[src/rtl/int_ack_pkg.sv]
// Package: shared cycle-type codes and step kinds for the interrupt
// acknowledge sequencer. Assumes a 2-bit cycle code on the bus side.
package int_ack_pkg;

    // Bus cycle type shown on every T-state
    typedef enum logic [1:0] {
        CYC_IDLE = 2'd0,
        CYC_ACK  = 2'd1,
        CYC_RD   = 2'd2,
        CYC_WR   = 2'd3
    } cyc_e;

    // Machine-cycle kinds a sequence can be built from
    typedef enum logic [2:0] {
        ST_ACK   = 3'd0,
        ST_OPL   = 3'd1,
        ST_OPH   = 3'd2,
        ST_PSH_H = 3'd3,
        ST_PSH_L = 3'd4,
        ST_VEC_L = 3'd5,
        ST_VEC_H = 3'd6
    } step_e;

    localparam int MAX_STEPS = 5;
    localparam int IDX_W     = $clog2(MAX_STEPS);

endpackage

[src/rtl/int_ack_plan.sv]
// Module: int_ack_plan
// Maps (latched mode, inserted-CALL flag, step index) to the kind of
// machine cycle, its length in T-states and whether it is the last one.
// Purely combinational. Assumes mode code 3 is handled as mode 1.
module int_ack_plan
    import int_ack_pkg::*;
#(
    parameter int RST_FETCH_T  = 5,
    parameter int CALL_FETCH_T = 4,
    parameter int ACK_EXTRA    = 2,
    parameter int RD_T         = 3,
    parameter int CALL_HI_T    = 4,
    parameter int WR_T         = 3,
    parameter int TCNT_W       = 4
) (
    input  logic [1:0]        mode_q,
    input  logic              call_q,
    input  logic [IDX_W-1:0]  idx,
    output step_e             kind,
    output logic [TCNT_W-1:0] len,
    output logic              last
);

    localparam int ACK_LONG  = RST_FETCH_T + ACK_EXTRA;
    localparam int ACK_SHORT = CALL_FETCH_T + ACK_EXTRA;

    logic sel_call;
    logic sel_vec;

    assign sel_call = (mode_q == 2'd0) && call_q;
    assign sel_vec  = (mode_q == 2'd2);

    // Select the step kind, length and end flag for the current index
    always_comb begin
        kind = ST_ACK;
        len  = TCNT_W'(ACK_LONG);
        last = 1'b0;
        if (sel_call) begin
            case (idx)
                IDX_W'(0): begin kind = ST_ACK;   len = TCNT_W'(ACK_SHORT); end
                IDX_W'(1): begin kind = ST_OPL;   len = TCNT_W'(RD_T);      end
                IDX_W'(2): begin kind = ST_OPH;   len = TCNT_W'(CALL_HI_T); end
                IDX_W'(3): begin kind = ST_PSH_H; len = TCNT_W'(WR_T);      end
                default:   begin kind = ST_PSH_L; len = TCNT_W'(WR_T); last = 1'b1; end
            endcase
        end else if (sel_vec) begin
            case (idx)
                IDX_W'(0): begin kind = ST_ACK;   len = TCNT_W'(ACK_LONG); end
                IDX_W'(1): begin kind = ST_PSH_H; len = TCNT_W'(WR_T);     end
                IDX_W'(2): begin kind = ST_PSH_L; len = TCNT_W'(WR_T);     end
                IDX_W'(3): begin kind = ST_VEC_L; len = TCNT_W'(RD_T);     end
                default:   begin kind = ST_VEC_H; len = TCNT_W'(RD_T); last = 1'b1; end
            endcase
        end else begin
            case (idx)
                IDX_W'(0): begin kind = ST_ACK;   len = TCNT_W'(ACK_LONG); end
                IDX_W'(1): begin kind = ST_PSH_H; len = TCNT_W'(WR_T);     end
                default:   begin kind = ST_PSH_L; len = TCNT_W'(WR_T); last = 1'b1; end
            endcase
        end
    end

endmodule

[src/rtl/int_ack_timer.sv]
// Module: int_ack_timer
// Counts T-states inside each machine cycle, steps through the plan,
// totals the T-states and emits the completion pulse. Assumes len >= 1.
module int_ack_timer
    import int_ack_pkg::*;
#(
    parameter int TCNT_W = 4,
    parameter int CNT_W  = 8
) (
    input  logic              clk,
    input  logic              rst_n,
    input  logic              start,
    input  logic [TCNT_W-1:0] len,
    input  logic              last,
    output logic              active,
    output logic [IDX_W-1:0]  idx,
    output logic              step_end,
    output logic              done,
    output logic [CNT_W-1:0]  total
);

    logic [TCNT_W-1:0] tcnt;
    logic [CNT_W-1:0]  run_cnt;

    assign step_end = active && (tcnt == len - TCNT_W'(1));

    // Advance T-state and step counters; raise done after the final T-state
    always_ff @(posedge clk) begin
        if (!rst_n) begin
            active  <= 1'b0;
            idx     <= '0;
            tcnt    <= '0;
            run_cnt <= '0;
            done    <= 1'b0;
            total   <= '0;
        end else begin
            done <= 1'b0;
            if (!active) begin
                if (start) begin
                    active  <= 1'b1;
                    idx     <= '0;
                    tcnt    <= '0;
                    run_cnt <= '0;
                end
            end else begin
                run_cnt <= run_cnt + CNT_W'(1);
                if (step_end) begin
                    tcnt <= '0;
                    if (last) begin
                        active <= 1'b0;
                        done   <= 1'b1;
                        total  <= run_cnt + CNT_W'(1);
                    end else begin
                        idx <= idx + IDX_W'(1);
                    end
                end else begin
                    tcnt <= tcnt + TCNT_W'(1);
                end
            end
        end
    end

    a_r8_done_single: assert property (@(posedge clk) disable iff (!rst_n)
        done |=> !done);
    a_r8_end_with_done: assert property (@(posedge clk) disable iff (!rst_n)
        $fell(active) |-> done);
    a_r11_begin_on_start: assert property (@(posedge clk) disable iff (!rst_n)
        (!active && start) |=> active);
    a_r7_tcnt_in_range: assert property (@(posedge clk) disable iff (!rst_n)
        active |-> (tcnt < len));

endmodule

[src/rtl/int_ack_bus.sv]
// Module: int_ack_bus
// Drives cycle type, address and write byte for the current step,
// captures bytes read from the bus and forms the new PC and SP.
// Assumes the address is exactly two data bytes wide.
module int_ack_bus
    import int_ack_pkg::*;
#(
    parameter int          ADDR_W    = 16,
    parameter int          DATA_W    = 8,
    parameter logic [15:0] FIXED_TGT = 16'h0038
) (
    input  logic              clk,
    input  logic              rst_n,
    input  logic              active,
    input  step_e             kind,
    input  logic              step_end,
    input  logic [1:0]        mode_q,
    input  logic              call_q,
    input  logic [ADDR_W-1:0] pc_q,
    input  logic [ADDR_W-1:0] sp_q,
    input  logic [DATA_W-1:0] i_q,
    input  logic [DATA_W-1:0] data_in,
    output logic [1:0]        cyc,
    output logic [ADDR_W-1:0] addr,
    output logic [DATA_W-1:0] wdata,
    output logic [ADDR_W-1:0] new_pc,
    output logic [ADDR_W-1:0] new_sp
);

    logic [DATA_W-1:0] ack_q;
    logic [DATA_W-1:0] lo_q;
    logic [DATA_W-1:0] hi_q;
    logic [ADDR_W-1:0] vec_addr;

    assign vec_addr = {i_q, ack_q[DATA_W-1:1], 1'b0};
    assign new_sp   = sp_q - ADDR_W'(2);

    // Bus view of the current T-state
    always_comb begin
        cyc   = CYC_IDLE;
        addr  = pc_q;
        wdata = '0;
        if (active) begin
            case (kind)
                ST_ACK:   cyc = CYC_ACK;
                ST_OPL:   cyc = CYC_RD;
                ST_OPH:   begin cyc = CYC_RD; addr = pc_q + ADDR_W'(1); end
                ST_PSH_H: begin cyc = CYC_WR; addr = sp_q - ADDR_W'(1);
                                wdata = pc_q[ADDR_W-1:DATA_W]; end
                ST_PSH_L: begin cyc = CYC_WR; addr = sp_q - ADDR_W'(2);
                                wdata = pc_q[DATA_W-1:0]; end
                ST_VEC_L: begin cyc = CYC_RD; addr = vec_addr; end
                ST_VEC_H: begin cyc = CYC_RD; addr = vec_addr + ADDR_W'(1); end
                default:  cyc = CYC_IDLE;
            endcase
        end
    end

    // Capture the bus byte at the end of acknowledge and read cycles
    always_ff @(posedge clk) begin
        if (!rst_n) begin
            ack_q <= '0;
            lo_q  <= '0;
            hi_q  <= '0;
        end else if (step_end) begin
            case (kind)
                ST_ACK:           ack_q <= data_in;
                ST_OPL, ST_VEC_L: lo_q  <= data_in;
                ST_OPH, ST_VEC_H: hi_q  <= data_in;
                default:          ;
            endcase
        end
    end

    // Resume address chosen by mode
    always_comb begin
        if (mode_q == 2'd2 || (mode_q == 2'd0 && call_q))
            new_pc = {hi_q, lo_q};
        else if (mode_q == 2'd0)
            new_pc = ADDR_W'({ack_q[5:3], 3'b000});
        else
            new_pc = ADDR_W'(FIXED_TGT);
    end

    a_r6_write_has_data_source: assert property (@(posedge clk) disable iff (!rst_n)
        (cyc == CYC_WR) |-> (kind == ST_PSH_H || kind == ST_PSH_L));

endmodule

[src/rtl/int_ack_seq.sv]
// Module: int_ack_seq (top)
// Interrupt acknowledge sequencer: on start, latches the context and
// runs the acknowledge, operand/vector reads and stack pushes one
// T-state per clock. Assumes start is only honoured while idle.
module int_ack_seq
    import int_ack_pkg::*;
#(
    parameter int ADDR_W       = 16,
    parameter int DATA_W       = 8,
    parameter int CNT_W        = 8,
    parameter int RST_FETCH_T  = 5,
    parameter int CALL_FETCH_T = 4,
    parameter int ACK_EXTRA    = 2,
    parameter int RD_T         = 3,
    parameter int CALL_HI_T    = 4,
    parameter int WR_T         = 3
) (
    input  logic              clk,
    input  logic              rst_n,
    input  logic              start,
    input  logic [1:0]        mode,
    input  logic              ins_call,
    input  logic [ADDR_W-1:0] pc_in,
    input  logic [ADDR_W-1:0] sp_in,
    input  logic [DATA_W-1:0] ireg_in,
    input  logic [DATA_W-1:0] data_in,
    output logic              busy,
    output logic [1:0]        cyc,
    output logic [ADDR_W-1:0] addr,
    output logic [DATA_W-1:0] wdata,
    output logic              done,
    output logic [CNT_W-1:0]  tstates,
    output logic [ADDR_W-1:0] new_pc,
    output logic [ADDR_W-1:0] new_sp
);

    localparam int STEP_BOUND = RST_FETCH_T + CALL_FETCH_T + ACK_EXTRA
                              + RD_T + CALL_HI_T + WR_T;
    localparam int TCNT_W     = $clog2(STEP_BOUND + 1);

    logic [1:0]        mode_q;
    logic              call_q;
    logic [ADDR_W-1:0] pc_q;
    logic [ADDR_W-1:0] sp_q;
    logic [DATA_W-1:0] i_q;
    logic [IDX_W-1:0]  idx;
    step_e             kind;
    logic [TCNT_W-1:0] len;
    logic              last;
    logic              step_end;
    logic              take;

    assign take = start && !busy;

    // Latch the interrupt context when a sequence is accepted
    always_ff @(posedge clk) begin
        if (!rst_n) begin
            mode_q <= '0;
            call_q <= 1'b0;
            pc_q   <= '0;
            sp_q   <= '0;
            i_q    <= '0;
        end else if (take) begin
            mode_q <= mode;
            call_q <= ins_call;
            pc_q   <= pc_in;
            sp_q   <= sp_in;
            i_q    <= ireg_in;
        end
    end

    int_ack_plan #(
        .RST_FETCH_T (RST_FETCH_T),
        .CALL_FETCH_T(CALL_FETCH_T),
        .ACK_EXTRA   (ACK_EXTRA),
        .RD_T        (RD_T),
        .CALL_HI_T   (CALL_HI_T),
        .WR_T        (WR_T),
        .TCNT_W      (TCNT_W)
    ) i_plan (
        .mode_q(mode_q),
        .call_q(call_q),
        .idx   (idx),
        .kind  (kind),
        .len   (len),
        .last  (last)
    );

    int_ack_timer #(
        .TCNT_W(TCNT_W),
        .CNT_W (CNT_W)
    ) i_timer (
        .clk     (clk),
        .rst_n   (rst_n),
        .start   (start),
        .len     (len),
        .last    (last),
        .active  (busy),
        .idx     (idx),
        .step_end(step_end),
        .done    (done),
        .total   (tstates)
    );

    int_ack_bus #(
        .ADDR_W(ADDR_W),
        .DATA_W(DATA_W)
    ) i_bus (
        .clk     (clk),
        .rst_n   (rst_n),
        .active  (busy),
        .kind    (kind),
        .step_end(step_end),
        .mode_q  (mode_q),
        .call_q  (call_q),
        .pc_q    (pc_q),
        .sp_q    (sp_q),
        .i_q     (i_q),
        .data_in (data_in),
        .cyc     (cyc),
        .addr    (addr),
        .wdata   (wdata),
        .new_pc  (new_pc),
        .new_sp  (new_sp)
    );

    initial begin
        a_r5_bus_width: assert (ADDR_W == 2 * DATA_W);
    end

    a_r7_first_is_ack: assert property (@(posedge clk) disable iff (!rst_n)
        $rose(busy) |-> (cyc == CYC_ACK));
    a_r9_context_held: assert property (@(posedge clk) disable iff (!rst_n)
        (busy && start) |=> ($stable(pc_q) && $stable(sp_q) && $stable(mode_q)));

endmodule

[config.mk]
export PLATFORM = sky130hd
export DESIGN_NAME = int_ack_seq
export DESIGN_NICKNAME = d
export VERILOG_FILES = /design/src/rtl/int_ack_pkg.sv /design/src/rtl/int_ack_plan.sv /design/src/rtl/int_ack_timer.sv /design/src/rtl/int_ack_bus.sv /design/src/rtl/int_ack_seq.sv
export SDC_FILE = /design/constraint.sdc
export NUM_CORES = 1
export LEC_CHECK = 0
export BUFFER_PORTS_ARGS = -buffer_cell sky130_fd_sc_hd__buf_4
export CORE_ASPECT_RATIO = 1.75
export CORE_MARGIN = 4
export CORE_UTILIZATION = 30
export CTS_BUF_LIST = sky130_fd_sc_hd__clkbuf_4 sky130_fd_sc_hd__clkbuf_8 sky130_fd_sc_hd__clkbuf_16
export DETAILED_ROUTE_END_ITERATION = 10
export PLACE_DENSITY_LB_ADDON = 0.15
export SLEW_MARGIN = 5
export SYNTH_ARGS = -nofsm -noshare
export SYNTH_HDL_FRONTEND = slang
export SYNTH_SLANG_ARGS = --single-unit
[constraint.sdc]
create_clock -name clk -period 3.6 [get_ports clk]
set_input_delay 0.18 -clock clk [delete_from_list [all_inputs] [get_ports clk]]
set_output_delay 0.18 -clock clk [all_outputs]
set_load 0.02 [all_outputs]
* Word-level counts from Yosys, hierarchy flattened
Index checks and enable logic that the tools add are counted.
Widths: inputs -> output; s select.
** Storage, ports and cells
- Bits in latches :: 0
- Input port bits :: 54
- Output and inout port bits :: 68
- Memory bits (read-only) :: 0
- RAM bits :: 0
- Logic and storage cells :: 90
- Memories kept :: 0
- Bits in registers :: 93
** Cells by class
- Order comparisons :: 0
- Shift operators :: 0
- Bitwise logic cells :: 0
- Add/sub/neg operators :: 8
- Equal/unequal tests :: 13
- Multiply operators :: 0
- Div/mod/pow operators :: 0
- Mux-type cells :: 34
- Reduce and logical (&&, ||, !) cells :: 21
** Operators by type and width (number)
- $pmux 16 s5 :: 1
- $add 16x1->16 const B :: 2
- $mux 16 :: 2
- $mux 8 :: 3
- $pmux 3 s4 :: 2
- $mux 3 :: 7
- $mux 5 :: 4
- $pmux 8 s2 :: 1
- $sub 16x1->16 const B :: 1
- $sub 16x2->16 const B :: 1
- $eq 3x2->1 const B :: 4
- $pmux 3 s2 :: 2
- $eq 3x3->1 const B :: 3
- $mux 1 :: 9
- $reduce_and 3->1 :: 3
- $add 8x1->8 const B :: 1
- $reduce_or 2->1 :: 4
- $reduce_or 4->1 :: 2
- $eq 3x1->1 const B :: 2
- $logic_not 3->1 :: 2
- $mux 6 :: 1
- $pmux 2 s3 :: 1
- $reduce_and 2->1 :: 3
- $add 5x1->5 const B :: 1
- other kinds (12) :: 14

* Logic depth before layout (Yosys ltp)
- Depth in word-level cells :: 8
- Depth in mapped cells :: 14
- Mapped depth without buffers :: 13

* Modules after synthesis
Synthesis repeated with hierarchy kept, for this count alone.
** Unflattened totals
- Cells, all modules :: 763
- Area, all modules :: 6127.1 um2
** Modules (own cells, without submodules)
- int_ack_bus :: cells each 401, seq. area each 460.4 um2, times used 1, area each 2842.7 um2
- int_ack_seq :: cells each 188, seq. area each 860.8 um2, times used 1, area each 1811.7 um2
- int_ack_timer :: cells each 156, seq. area each 520.5 um2, times used 1, area each 1356.3 um2
- int_ack_plan :: cells each 18, seq. area each 0.0 um2, times used 1, area each 116.4 um2

* Worst setup path after synthesis
Ideal clock, no wire load.
- Path kind :: register -> output
- From :: reg i_timer.idx[1]
- To :: out addr[1]
- Data arrival time :: 2805 ps
- Path buffers :: 2
- Stages on the path, launching flop included :: 14
- Data required time :: 3420 ps
- Path slack :: 615 ps
- Cells stage by stage :: dfxtp_1 -> inv_1 -> ha_1 -> o21a_1 -> a21oi_1 -> o22ai_1 -> inv_1 -> ha_1 -> o21a_1 -> and2_1 -> clkbuf_1 -> clkbuf_1 -> a22oi_1 -> a31oi_1
** On the way
- Cells in the longest elaborated chain, start to end :: 7
- Elaborated cells on any way between the ends :: 16
- Those cells by class :: 8 x eq/ne; 7 x mux; 1 x reduce/logical
** RTL lines
- from (decl) :: line int_ack_timer.sv:16 : output logic [IDX_W-1:0] idx,
- from (signal assigned) :: line int_ack_timer.sv:54 : idx <= idx + IDX_W'(1);
- $eq 3x2->1 (tied with other cells) :: line int_ack_plan.sv:39, int_ack_plan.sv:47
- $pmux 3 s4 or $pmux 3 s2 (tied branches) :: line int_ack_plan.sv:47, int_ack_plan.sv:55
- $mux 3 :: line int_ack_plan.sv:46 : end else if (sel_vec) begin
- $mux 3 * :: line int_ack_plan.sv:38 : if (sel_call) begin
- $eq 3x3->1 or $eq 3x2->1 (tied branches) :: line int_ack_bus.sv:44 : case (kind)
- $pmux 16 s5 * :: line int_ack_bus.sv:44
- $mux 16 * :: line int_ack_bus.sv:43 : if (active) begin
- to (decl) :: line int_ack_seq.sv:29 : output logic [ADDR_W-1:0] addr,
Every way passes the cells marked *; elsewhere a longest branch is shown, timed or not.

* Worst setup path after layout
- From :: reg i_timer.idx[1]
- To :: out addr[9]
The elaborated chain is that of the path after synthesis.

==> results.py <==
metrics = {
    "pwr": {
        "powerDensity_mw_per_mm2": 374.1,
        "p_int_mw": 1.856,
        "pwr-share-seq_pct": 42.2,
        "comb_power_share_pct": 17.5,
        "leakage_nw": 2.803,
        "clockPowerShare_pct": 40.2,
        "swShare_pct": 29.07,
        "peakVddDrop_mv": 0.2493,
        "p_sw_uw": 761.0,
    },
    "worst_setup_path": {
        "max_stage_delay_ns": 0.61,
        "cp.arrival_ns": 3.20,
        "slowest_stage": "or4_1",
        "crit_start": "i_timer.idx[1]$_SDFFE_PN0P_",
        "cp-end-kind": "output pin",
        "critPathKind": "reg2out",
        "rr_worst_depth": 10,
        "worstPathCellList": "inv_1 > ha_1 > o21a_1 > a21oi_1 > o22ai_2 > ha_2 > or4_1 > o311ai_4 > buf_4 > o21ai_0 > o21ai_0 > buf_4",
        "crit_fanout": 11,
        "r2r_start": "call_q$_SDFFE_PN0P_",
        "cp.required_ns": 3.42,
        "r2r_setup_slack_ns": 0.62,
        "startpoint_type": "register",
    },
    "synth": {
        "synth-edff-count": 0,
        "yosys-top-cells-area": "dfxtp_1 34%, nand2_1 11%, a21oi_1 6.6%",
        "ys_warn_count": 0,
        "yosysTopAreaCell": "dfxtp_1",
        "synth_area_per_cell_um2": 7.568,
        "synth_ff_type": "dfxtp_1",
        "synth_seq_area_share_pct": 33.66,
        "ys_types": 66,
        "syn_area_mm2": 0.005471,
        "ys_ff_latch": 92,
        "syn_nets": 795,
        "ys_async_sr_fraction_pct": 0,
        "yosysTopAreaCellShare_pct": 33.66,
        "netlist_instances": 723,
    },
    "floorplanning": {
        "die_area_mm2": 0.02055,
        "die_w_um": 110.1,
        "coreArea_mm2": 0.01797,
        "ioPinCount": 122,
        "initial_core_util_pct": 30.44,
        "die_h_um": 186.7,
        "num_rows": 65,
    },
    "cells_and_area": {
        "n_antenna_cell": 0,
        "final_area_mm2": 0.006997,
        "final_nets": 901,
        "final_core_util_pct": 38.93,
        "area_growth_syn_to_layout_pct": 27.88,
        "drive_above_1_share_pct": 22.09,
    },
    "placed_design": {
        "place_area_mm2": 0.006618,
        "port_buffers": 121,
        "place.gp.congestion": 0.8953,
        "dp_hpwl_um": 14430,
    },
    "grt": {
        "grt_max_degree": 57,
        "overflow": 0,
        "grt_antenna_before_repair": 0,
        "grt_pass1_wl_um": 29680,
        "track_usage_pct": 18.46,
        "grt_pass1_vias": 5620,
    },
    "timing": {
        "fin_crit_sh_pct": 93.85,
        "worst_pin_slew_ns": 0.7974,
        "slew_viol_final": 0,
        "min_period_ns": 3.378,
        "whs_ns": 0.07110,
        "finalHoldViolations": 0,
        "finalSetupTns_ns": 0,
        "finalSetupViolCount": 0,
        "fin_worst_skew_ns": 0.01204,
        "rsz0062_at_grt": "no",
        "slew_headroom_pct": 46.48,
        "clock.fmax_ghz": 0.2960,
    },
    "route": {
        "drtIter0Drc": 242,
        "drtAntennaViolNets": 0,
        "drc": 0,
        "wl_um": 18790,
        "vias": 5521,
        "viasPerCell": 5.174,
        "first_pass_iters": 7,
        "wire_per_inst_um": 17.61,
    },
    "status": {
        "status": "completed",
    },
    "clock_tree": {
        "cts.reportedPaths.clkPinSlew_ns": 0.08,
        "cts_buffers": 9,
        "htreeDepth": 3,
        "cts_sinks": 92,
        "clockBufferDepth": 2,
        "clockRootBuffer": "clkbuf_16",
        "cts_tree": "done",
        "clk_latency_ns": 0.35,
    },
    "hold_path": {
        "whs_path_depth": 3,
        "hold_start": "pc_in[0]",
        "hp-class": "in2reg",
    },
    "flow_run": {
        "cap_violations": 0,
    },
}
[flip-flops by register name, summed over array words and instances (netlist names)]
name / cells
call_q: 1
i_bus.ack_q: 7
i_bus.hi_q: 8
i_bus.lo_q: 8
i_q: 8
i_timer.active: 1
i_timer.done: 1
i_timer.idx: 3
i_timer.run_cnt: 8
i_timer.tcnt: 5
i_timer.total: 8
mode_q: 2
pc_q: 16
sp_q: 16
[routing by layer]
metal	wire [um]	part of all wire [%]	GRT usage, %
met1	6645	35	19.13
met2	10410	55	34.82
met3	900	4.8	3.011
met4	828	4.4	8.257
met5	0	0	0
[per-stage QoR]
| step | cells | setup WS, ns | power, mW |
|---|---|---|---|
| 2_1_floorplan | 723 | 0.6155 | 1.379 |
| 4_1_cts | 1064 | 0.05105 | 2.652 |
| 3_5_place_dp | 1049 | 0.2534 | 1.592 |
| 5_1_grt | 1067 | 0.009931 | 2.734 |
| 3_3_place_gp | 1049 | 0.3995 | 1.587 |
| 6_report | 1067 | 0.2215 | 2.617 |
[critical path, delay by kind of cell (launching register included)]
family,cells,cell delay [ns]
DFF,1,0.40
AOI/OAI and AO/OA,6,0.90
and+or+nand+nor,1,0.61
buffers and inverters,3,0.49
adders and majority gates,2,0.45
[synthesized netlist by cell type (all sizes together) (2+ instances only)]
| cell | instances |
|---|---|
| a21oi | 72 |
| a22oi | 13 |
| xor2 | 12 |
| nor2b | 3 |
| o32ai | 2 |
| o21ai | 37 |
| o211ai | 2 |
| nor4 | 4 |
| a221oi | 7 |
| a211oi | 5 |
| nand2 | 158 |
| a22o | 2 |
| nand4 | 5 |
| inv | 15 |
| nor3 | 14 |
| buf | 14 |
| a21o | 2 |
| and2 | 19 |
| ha | 18 |
| o2bb2ai | 3 |
| nand3 | 23 |
| nand4b | 4 |
| and3 | 6 |
| a221o | 2 |
| nand3b | 5 |
| nor4b | 4 |
| dfxtp | 92 |
| a31oi | 6 |
| clkbuf | 38 |
| nand2b | 3 |
| a311o | 3 |
| or4 | 2 |
| nor3b | 5 |
| o21a | 3 |
| nor2 | 54 |
| xnor2 | 19 |
| mux2i | 27 |
| a21boi | 2 |
[final timing paths]
check	endpoint
max	addr[9]
min	pc_q[0]$_SDFFE_PN0P_
max reg2reg	i_bus.ack_q[7]$_SDFFE_PN0P_
min reg2reg	i_bus.lo_q[4]$_SDFFE_PN0P_
[layout make-up]
cell class	instances	area [um^2]
timing repair buffer	147	1107
clock buffer	9	225.2
sequential	92	1844
multi-input combinational	563	3371
clock inverter	6	96.34
tap	234	292.8
fill	1880	10980
inverter	16	60.06
[power groups by stage]
stage | Sequential (mW) | Combinational, mW | Clock (mW)
floorplan | 1.09 | 0.285 | 0
global placement | 1.13 | 0.461 | 0
detailed placement | 1.13 | 0.465 | 0
CTS | 1.10 | 0.467 | 1.08
global route | 1.11 | 0.506 | 1.12
finish | 1.10 | 0.459 | 1.05
[timing repair]
action,4_1_cts,5_1_grt
hold buffers,0,0
buffers inserted,0,3
endpoints found under the hold margin,0,0
setup endpoints to repair,12,13
gates resized for setup,4,6
[cell usage in the layout, fill, tap and decap left out, drive strengths merged, types with 4 or more instances in the layout]
cell and instances:
nand2 158, nand3 23, xor2 12, and2 19, nor3b 5, and3 6, ha 18, nor4b 4
dfxtp 92, buf 147, nand3b 5, o21ai 37, a21oi 72, nand4 5, a31oi 6, xnor2 19
nor2 54, a211oi 5, nand4b 4, nor3 14, a221oi 7, a22oi 13, nor4 4, inv 17
mux2i 27, clkbuf 9
[logic make-up (layout without fill, tap and decap cells)]
| kind of cell | count (synthesis) | in the layout | share of synthesized area [%] |
|---|---|---|---|
| compound gates | 172 | 172 | 19.71 |
| mux | 28 | 28 | 5.145 |
| xor+xnor | 31 | 31 | 4.962 |
| buf+inv | 68 | 178 | 5.305 |
| simple gates | 314 | 314 | 27.10 |
| fa+ha+maj | 18 | 18 | 4.116 |
| flops | 92 | 92 | 33.66 |
Note: power is estimated with default switching activity, not from simulation.
